**src/rtl/shimm_pkg.sv**
```systemverilog
package shimm_pkg;

  // Kind code seen on kindOut
  typedef enum logic [1:0] {
    KIND_NONE = 2'd0,
    KIND_SLL  = 2'd1,
    KIND_SRL  = 2'd2,
    KIND_SRA  = 2'd3
  } shiftKind_e;

  // Strobes from control to datapath
  typedef struct packed {
    logic       load;
    logic       legal;
    logic       illegal;
    shiftKind_e kind;
  } ctrlStrobes_t;

  localparam logic [6:0] OPC_OPIMM   = 7'b0010011;
  localparam logic [2:0] F3_LEFT     = 3'b001;
  localparam logic [2:0] F3_RIGHT    = 3'b101;
  localparam logic [6:0] UP_LOGICAL  = 7'b0000000;
  localparam logic [6:0] UP_ARITH    = 7'b0100000;

endpackage

```
**src/rtl/shimm_ctrl.sv**
```systemverilog
module shimm_ctrl
  import shimm_pkg::*;
(
  input  logic         validIn,
  input  logic [6:0]   opcode,
  input  logic [2:0]   funct3,
  input  logic [6:0]   upperImm,
  output ctrlStrobes_t strobes
);

  logic       isOpImm;
  logic       legalC;
  logic       illegalC;
  shiftKind_e kindC;

  assign isOpImm = (opcode == OPC_OPIMM);

  always_comb begin
    kindC    = KIND_NONE;
    legalC   = 1'b0;
    illegalC = 1'b0;
    if (isOpImm) begin
      unique case (funct3)
        F3_LEFT: begin
          if (upperImm == UP_LOGICAL) begin
            kindC  = KIND_SLL;
            legalC = 1'b1;
          end else begin
            illegalC = 1'b1;
          end
        end
        F3_RIGHT: begin
          if (upperImm == UP_LOGICAL) begin
            kindC  = KIND_SRL;
            legalC = 1'b1;
          end else if (upperImm == UP_ARITH) begin
            kindC  = KIND_SRA;
            legalC = 1'b1;
          end else begin
            illegalC = 1'b1;
          end
        end
        default: ;
      endcase
    end
  end

  assign strobes.load    = validIn;
  assign strobes.legal   = legalC;
  assign strobes.illegal = illegalC;
  assign strobes.kind    = kindC;

endmodule

```
**src/rtl/shimm_dp.sv**
```systemverilog
module shimm_dp
  import shimm_pkg::*;
#(
  parameter int unsigned XLEN = 32,
  localparam int unsigned SHAMT_W = $clog2(XLEN),
  localparam int unsigned REG_W = 5
)(
  input  logic               clk,
  input  logic               rstN,
  input  ctrlStrobes_t       strobes,
  input  logic [SHAMT_W-1:0] shamt,
  input  logic [REG_W-1:0]   srcReg,
  input  logic [REG_W-1:0]   dstReg,
  input  logic [XLEN-1:0]    operand,
  output logic               validOut,
  output logic               wrEnOut,
  output logic               illegalOut,
  output logic [1:0]         kindOut,
  output logic [SHAMT_W-1:0] shamtOut,
  output logic [REG_W-1:0]   srcRegOut,
  output logic [REG_W-1:0]   dstRegOut,
  output logic [XLEN-1:0]    resultOut
);

  localparam int unsigned STAGES = SHAMT_W;

  logic            isLeft;
  logic            fillBit;
  logic [XLEN-1:0] preRev;
  logic [XLEN-1:0] postRev;
  logic [XLEN-1:0] shiftRes;
  logic [XLEN-1:0] stageVal [0:STAGES];

  assign isLeft  = (strobes.kind == KIND_SLL);
  assign fillBit = (strobes.kind == KIND_SRA) & operand[XLEN-1];

  // Mirror the operand so every kind runs as a right shift
  for (genvar b = 0; b < XLEN; b++) begin : g_preRev
    assign preRev[b] = isLeft ? operand[XLEN-1-b] : operand[b];
  end

  assign stageVal[0] = preRev;

  for (genvar s = 0; s < STAGES; s++) begin : g_stage
    localparam int unsigned STEP = 1 << s;
    assign stageVal[s+1] = shamt[s]
      ? { {STEP{fillBit}}, stageVal[s][XLEN-1:STEP] }
      : stageVal[s];
  end

  for (genvar b = 0; b < XLEN; b++) begin : g_postRev
    assign postRev[b] = isLeft ? stageVal[STAGES][XLEN-1-b] : stageVal[STAGES][b];
  end

  assign shiftRes = strobes.legal ? postRev : '0;

  always_ff @(posedge clk or negedge rstN) begin
    if (!rstN) begin
      validOut   <= 1'b0;
      wrEnOut    <= 1'b0;
      illegalOut <= 1'b0;
      kindOut    <= 2'd0;
      shamtOut   <= '0;
      srcRegOut  <= '0;
      dstRegOut  <= '0;
      resultOut  <= '0;
    end else begin
      validOut   <= strobes.load;
      wrEnOut    <= strobes.load & strobes.legal;
      illegalOut <= strobes.load & strobes.illegal;
      if (strobes.load) begin
        kindOut   <= strobes.kind;
        shamtOut  <= shamt;
        srcRegOut <= srcReg;
        dstRegOut <= dstReg;
        resultOut <= shiftRes;
      end
    end
  end

  AST_SLL_LOW_ZERO: assert property (@(posedge clk) disable iff (!rstN)
    (strobes.kind == KIND_SLL && shamt != '0) |-> !shiftRes[0]);
  AST_SRL_HIGH_ZERO: assert property (@(posedge clk) disable iff (!rstN)
    (strobes.kind == KIND_SRL && shamt != '0) |-> !shiftRes[XLEN-1]);
  AST_SRA_SIGN_FILL: assert property (@(posedge clk) disable iff (!rstN)
    (strobes.kind == KIND_SRA) |-> (shiftRes[XLEN-1] == operand[XLEN-1]));
  AST_ZERO_AMOUNT_PASS: assert property (@(posedge clk) disable iff (!rstN)
    (strobes.legal && shamt == '0) |-> (shiftRes == operand));

endmodule

```
**src/rtl/shift_imm_decoder.sv**
```systemverilog
module shift_imm_decoder
  import shimm_pkg::*;
(
  input  logic        clk,
  input  logic        rstN,
  input  logic        validIn,
  input  logic [31:0] instrIn,
  input  logic [31:0] operandIn,
  output logic        validOut,
  output logic        wrEnOut,
  output logic        illegalOut,
  output logic [1:0]  kindOut,
  output logic [4:0]  shamtOut,
  output logic [4:0]  srcRegOut,
  output logic [4:0]  dstRegOut,
  output logic [31:0] resultOut
);

  ctrlStrobes_t strobes;

  shimm_ctrl u_ctrl (
    .validIn  (validIn),
    .opcode   (instrIn[6:0]),
    .funct3   (instrIn[14:12]),
    .upperImm (instrIn[31:25]),
    .strobes  (strobes)
  );

  shimm_dp #(.XLEN(32)) u_dp (
    .clk        (clk),
    .rstN       (rstN),
    .strobes    (strobes),
    .shamt      (instrIn[24:20]),
    .srcReg     (instrIn[19:15]),
    .dstReg     (instrIn[11:7]),
    .operand    (operandIn),
    .validOut   (validOut),
    .wrEnOut    (wrEnOut),
    .illegalOut (illegalOut),
    .kindOut    (kindOut),
    .shamtOut   (shamtOut),
    .srcRegOut  (srcRegOut),
    .dstRegOut  (dstRegOut),
    .resultOut  (resultOut)
  );

  AST_ILLEGAL_NO_WRITE: assert property (@(posedge clk) disable iff (!rstN)
    illegalOut |-> (!wrEnOut && kindOut == 2'd0 && resultOut == '0));
  AST_VALID_FOLLOWS: assert property (@(posedge clk) disable iff (!rstN)
    validIn |=> validOut);
  AST_BUBBLE_FOLLOWS: assert property (@(posedge clk) disable iff (!rstN)
    !validIn |=> !validOut);
  AST_BUBBLE_HOLDS: assert property (@(posedge clk) disable iff (!rstN)
    !validIn |=> ($stable(resultOut) && $stable(kindOut) && !wrEnOut && !illegalOut));
  AST_WRITE_NEEDS_VALID: assert property (@(posedge clk) disable iff (!rstN)
    wrEnOut |-> validOut);

endmodule

```
**config.mk**
```make
export PLATFORM = sky130hd
export DESIGN_NAME = shift_imm_decoder
export DESIGN_NICKNAME = d
export VERILOG_FILES = /design/src/rtl/shimm_pkg.sv /design/src/rtl/shimm_ctrl.sv /design/src/rtl/shimm_dp.sv /design/src/rtl/shift_imm_decoder.sv
export SDC_FILE = /design/constraint.sdc
export NUM_CORES = 1
export LEC_CHECK = 0
export BUFFER_PORTS_ARGS = -buffer_cell sky130_fd_sc_hd__buf_2
export CAP_MARGIN = 5
export CORE_ASPECT_RATIO = 1.5
export CORE_MARGIN = 2
export CORE_UTILIZATION = 56
export DETAILED_ROUTE_END_ITERATION = 6
export PLACE_DENSITY = 0.8
export SLEW_MARGIN = 10
export SYNTH_ARGS = -nofsm -noshare
export SYNTH_HDL_FRONTEND = slang
export SYNTH_SLANG_ARGS = --single-unit
```
**constraint.sdc**
```tcl
create_clock -name clk -period 1.2 [get_ports clk]
set_input_delay 0.12 -clock clk [delete_from_list [all_inputs] [get_ports clk]]
set_output_delay 0.12 -clock clk [all_outputs]
set_load 0.005 [all_outputs]
```
==> results of run 1 <==
timing repair:
action / in CTS
hold buffers: 1
gates cloned: 3
pin swaps: 21
endpoints found under the hold margin: 52
resized for setup: 75
setup buffers: 15
setup endpoints to repair: 36
metal layers:
layer  track usage [%]  overflow
met5              5.29         0
met4              62.9         1
met3              42.4         0
met2              86.0         1
met1              64.6         0
cell usage after synthesis (3+ instances only):
| cell type | count | area (um2) |
|---|---|---|
| a221o_1 | 3 | 30.0 |
| o211ai_1 | 12 | 90.1 |
| nand3_1 | 16 | 80.1 |
| dfrtp_1 | 52 | 1300 |
| and2_1 | 19 | 119 |
| nand2_1 | 93 | 349 |
| a21o_1 | 8 | 60.1 |
| inv_2 | 3 | 11.3 |
| nor3_1 | 13 | 65.1 |
| a22oi_1 | 35 | 263 |
| a211oi_1 | 23 | 173 |
| nand4_1 | 7 | 43.8 |
| buf_6 | 3 | 33.8 |
| o21a_1 | 4 | 30.0 |
| o2111ai_1 | 4 | 35.0 |
| nor2b_1 | 10 | 62.6 |
| a22o_1 | 11 | 96.3 |
| or2_2 | 5 | 31.3 |
| a31oi_1 | 6 | 37.5 |
| o22ai_1 | 13 | 81.3 |
| a221oi_1 | 3 | 26.3 |
| buf_2 | 4 | 20.0 |
| a211o_1 | 7 | 61.3 |
| a21oi_1 | 24 | 120 |
| clkbuf_1 | 46 | 173 |
| inv_1 | 7 | 26.3 |
| and3_1 | 4 | 25.0 |
| o21ai_0 | 48 | 240 |
| nor2_1 | 46 | 173 |
| mux4_2 | 16 | 360 |
| o2bb2ai_1 | 6 | 52.6 |
| o21ai_1 | 6 | 30.0 |
| o21bai_1 | 3 | 22.5 |
| a211oi_2 | 4 | 50.1 |
| nor4_1 | 4 | 25.0 |
| mux2_2 | 22 | 248 |
metrics by stage:
stage / instances / util, %
3_3_place_gp: 1027 / 83.0
3_5_place_dp: 1027 / 83.0
4_1_cts: 1053 / 90.1
2_1_floorplan: 643 / -
kinds of logic after synthesis:
group	after synthesis	synth area share, %
XOR/XNOR	1	0.171
AO/OA/AOI/OAI	248	34.4
AND/OR/NAND/NOR	236	22.2
multiplexers	41	12.5
buffers and inverters	65	5.29
flip-flops	52	25.4
==> metrics.md, run 1 <==
| Metric | Value |
|---|---|
| PortBufs | 118 |
| EDFF count, synth | 0 |
| Detail Placement HPWL | 17,400 um |
| Mapped Avg Cell Area | 7.98 um2 |
| Mapped Area | 0.00513 mm2 |
| Post-Synthesis Cells | 643 |
| Net Count, Synth | 710 |
| Yosys reg bits | 52 |
| I/O Pins | 119 |
| Row Count | 42 |
| DIE WIDTH | 82.1 um |
| Distinct cell type count after synthesis | 76 |
| Max clock buf depth | 2 |
| Asr flop ratio synth | 100% |
| Inserted Clock Buffers | 5 |
| Synth Warn # | 0 |
| Vias in the first global route | 8,656 |
| Root buf cell | clkbuf_16 |
| Log Error | [ERROR GRT-0116] Global routing finished with congestion. Check the congestion regions in the DRC Viewer. |
| First-pass GRT wire length | 48,400 um |
| Grt ovf | 2 |
| Post-DP Area | 0.00737 mm2 |
| Die height | 121 um |
| Post-synthesis sequential area ratio | 25.4% |
| Clock H-tree levels | 2 |
| Placement Setup Slack | -2.05 ns |
| Status | did not finish |
| Gr usage total | 64.7% |
| Sinks on Clock Net | 52 |
| GPL Wtd Cong | 1.19 |
| Largest net degree at the start of global routing | 53 |
| Stop stage | 5_1_grt |
| Starting Density | 57.7% |
| Main synth FF type | dfrtp_1 |
==> run 2: changes to the inputs <==
Settings changed: CORE_ASPECT_RATIO 1.5 to default, CORE_UTILIZATION 56 to 40, PLACE_DENSITY 0.8 to default, PLACE_DENSITY_LB_ADDON from default to 0.15.
==> metrics.md, run 2 <==
| Metric | Value |
|---|---|
| Via count | 6,656 |
| Fin nets | 1,011 |
| Routed Antenna Nets | 0 |
| Logic pwr share | 40.2% |
| Most common cell in the netlist | nand2_1 |
| Sw Pwr | 1.91 mW |
| Synth Area in Compound Gates | 34.4% (unchanged) |
| RSZ-0062 raised after global routing | yes |
| Post-Synth Simple-Gate Area | 22.2% (unchanged) |
| Hold crit path type | in -> reg |
| VDD IR max | 559 uV |
| Critical-path maximum fanout | 20 |
| Distinct cell type count after synthesis | 76 (unchanged) |
| List of most frequent post-synthesis cells | nand2_1 (93), dfrtp_1 (52), o21ai_0 (48) |
| Failing checks | negative setup slack |
| Synth Warn # | 0 (unchanged) |
| CTS tree | yes |
| Min-delay src | instrIn[11] |
| Antenna violations before repair | 0 |
| Mux cell area share after synthesis | 12.5% (unchanged) |
| DIE WIDTH | 117 um (+43%) |
| Area of the multi-input gates | 0.00388 mm2 |
| Max reg flops | 32 |
| Hold-critical path depth | 2 |
| Crit path time final | 2.86 ns |
| Commonest non-fill, non-tap cell in the layout | buf_4 |
| Main combinational cell family by area after synthesis | compound AO/OA/AOI/OAI gates |
| Starting Density | 40.8% (-17 points) |
| Normalized max-slew margin | 46.7% |
| Post-route cell area | 0.00806 mm2 |
| Worst Tran Pin Value | 0.799 ns |
| Largest cells by area after synthesis | dfrtp_1 (25%), mux4_2 (7.0%), nand2_1 (6.8%), a22oi_1 (5.1%), mux2_2 (4.8%) |
| Max-cap check violation count | 0 |
| Worst path cell trace | buf_6, or4b_4, or4_4, buf_12, a211oi_4, nor2_1, mux4_2, mux2_4, a221o_1, o21ai_1 |
| Die height | 117 um (-3.3%) |
| Clock H-tree levels | 2 (unchanged) |
| Clk pwr share | 26.8% |
| Layout Utilization | 64.1% |
| DRC violations left | 0 |
| Net Count, Synth | 710 (unchanged) |
| Worst skew pair latency | 0.30 ns |
| P_int | 3.63 mW |
| Crit share post-route | 239% |
| Core Area | 0.0126 mm2 |
| I/O Pins | 119 (unchanged) |
| Sinks on Clock Net | 52 (unchanged) |
| Leak | 3.78 nW |
| Max Slew Vio Count | 0 |
| Sw Ratio | 34.5% |
| Power Total | 5.54 mW |
| Status | finished, violations left |
| Asr flop ratio synth | 100% (unchanged) |
| Setup crit start kind | input pin |
| CP Class | in -> reg |
| Mapped Area | 0.00513 mm2 (unchanged) |
| Crit path DAT | 3.09 ns |
| Grt ovf | 0 |
| Yosys reg bits | 52 (unchanged) |
| Hold EP | u_dp.dstRegOut[4] |
| Clk_skew | 0 ns |
| Worst r2r src | u_dp.resultOut[16] |
| Die area | 0.0137 mm2 |
| GPL Wtd Cong | 0.981 (-18%) |
| Synth Area in XOR/XNOR | 0.171% (unchanged) |
| Final setup vio count | 35 |
| PortBufs | 118 (unchanged) |
| Main synth FF type | dfrtp_1 |
| Row Count | 41 (-2.4%) |
| Worst path slowest cell | or4_4 |
| Critical path's largest stage delay | 0.57 ns |
| FF-to-FF End | u_dp.resultOut[16] |
| Reg2reg setup slack | 0.24 ns |
| Post-synth top area share | 25.4% (unchanged) |
| WL per Instance | 21.4 um |
| Layout cell share with drive strength beyond 1 | 48.1% |
| Layout Cells excl Fill | 1,117 |
| Vias per cell | 5.96 |
| Sequential cell area | 0.00130 mm2 |
| Detail Placement HPWL | 19,700 um (+13%) |
| Placed Cells | 1,097 (+6.8%) |
| Gr usage total | 34.2% |
| Most frequent cells in the layout | buf_4 (209), buf_2 (115), nand2_1 (93), dfrtp_1 (52), nor2_1 (42) |
| Largest net degree at the start of global routing | 53 |
| Mapped Avg Cell Area | 7.98 um2 (unchanged) |
| Worst-path clk slew | 0.08 ns |
| Inserted Clock Buffers | 5 (unchanged) |
| Area growth, synth to finish | 57.1% |
| Critical path endpoint category | flop |
| Post-Route WL | 23,900 um |
| Placement Setup Slack | -2.10 ns (-0.0473 ns) |
| Final hold violation count | 0 |
| Critical Path RT | 1.42 ns |
| Vias in the first global route | 6,400 |
| Fillers | 1,098 |
| Drt pass-1 iters | 6 |
| Area share of fa/ha/maj cells after synthesis | 0% (unchanged) |
| Final worst slack | -1.66 ns |
| EDFF count, synth | 0 (unchanged) |
| Root buf cell | clkbuf_16 |
| Reg power frac | 33.0% |
| DR iter-0 viols | 590 |
| Cell Pwr Density | 688 mW/mm2 |
| Post-Synthesis Cells | 643 (unchanged) |
| Post-DP Area | 0.00749 mm2 (+1.7%) |
| F_max | 349 MHz |
| Largest Register | u_dp.resultOut |
| Max clock buf depth | 2 (unchanged) |
| Reg2reg path depth | 3 |
| First-pass GRT wire length | 35,700 um |
| Post-synthesis sequential area ratio | 25.4% (unchanged) |
| Post-synth top area cell | dfrtp_1 |
| Antenna cell count | 0 |
-- run 2: cell counts after synthesis --
No cell type changed its count.
-- run 2: how the worst max path moves through the flow --
stage | startpoint | end | slack [ns] | cells after the start
finish | instrIn[3] | u_dp.resultOut[27] | -1.66 | 10
CTS | instrIn[3] | u_dp.resultOut[27] | -1.67 | 10
detailed placement | instrIn[6] | u_dp.resultOut[0] | -2.10 | 10
global placement | instrIn[6] | u_dp.resultOut[31] | -1.97 | 10
floorplan | instrIn[6] | u_dp.resultOut[27] | -1.78 | 10
global route | instrIn[3] | u_dp.resultOut[0] | -1.74 | 10
-- run 2: repair_timing --
action,in CTS,in global routing
pin swaps,21,14
setup buffers,6,9
endpoints found under the hold margin,52,0
hold buffers,1,0
cloned,0,0
setup endpoints to repair,36,36
gates resized for setup,44,28
-- run 2: final cells by class --
cell class / count / area share [%]
Multi-Input combinational cell: 526 / 48.2
Sequential cell: 52 / 16.2
Timing Repair Buffer: 348 / 30.5
Clock inverter: 3 / 0.342
Inverter: 11 / 0.513
Tap cell: 172 / 2.67
Clock buffer: 5 / 1.55
-- run 2: layer usage --
metal	vias up	GRT usage [%]	routed length [um]
met5	-	0	0
met2	308	57.6	11300
met3	59	4.17	1440
met1	3215	45.5	10100
li1	3074	-	-
met4	0	11.6	932
-- run 2: stage by stage --
step | TNS, ns | hold WS [ns]
final | -51.68 | 0.0472
after global routing | -54.23 | 0.0603
after CTS | -51.23 | 0.0508
after detailed placement | -65.12 | 0.126
after global placement | -62.93 | 0.116
after floorplan | -52.97 | -0.176
-- run 2: power groups by stage --
stage	Clock, mW	Combinational (mW)	Sequential [mW]
4_1_cts	1.49	2.14	1.83
3_5_place_dp	0	2.06	1.86
2_1_floorplan	0	0.978	1.87
3_3_place_gp	0	2.04	1.86
5_1_grt	1.56	2.37	1.83
6_report	1.48	2.23	1.83
-- run 2: cell families after synthesis --
kind of cell              after synthesis
AOI/OAI and AO/OA                     248
and+or+nand+nor                       236
DFF                                    52
buffers and inverters                  65
xor gates and xnor gates                1
muxes                                  41
-- run 2: worst max-delay path, delay by kind of cell --
family,cells,cell delay [ns]
and+or+nand+nor,3,1.20
muxes,2,0.77
buffers and inverters,2,0.28
AOI/OAI and AO/OA,3,0.70
No activity file was read; power rests on OpenSTA's default activity.
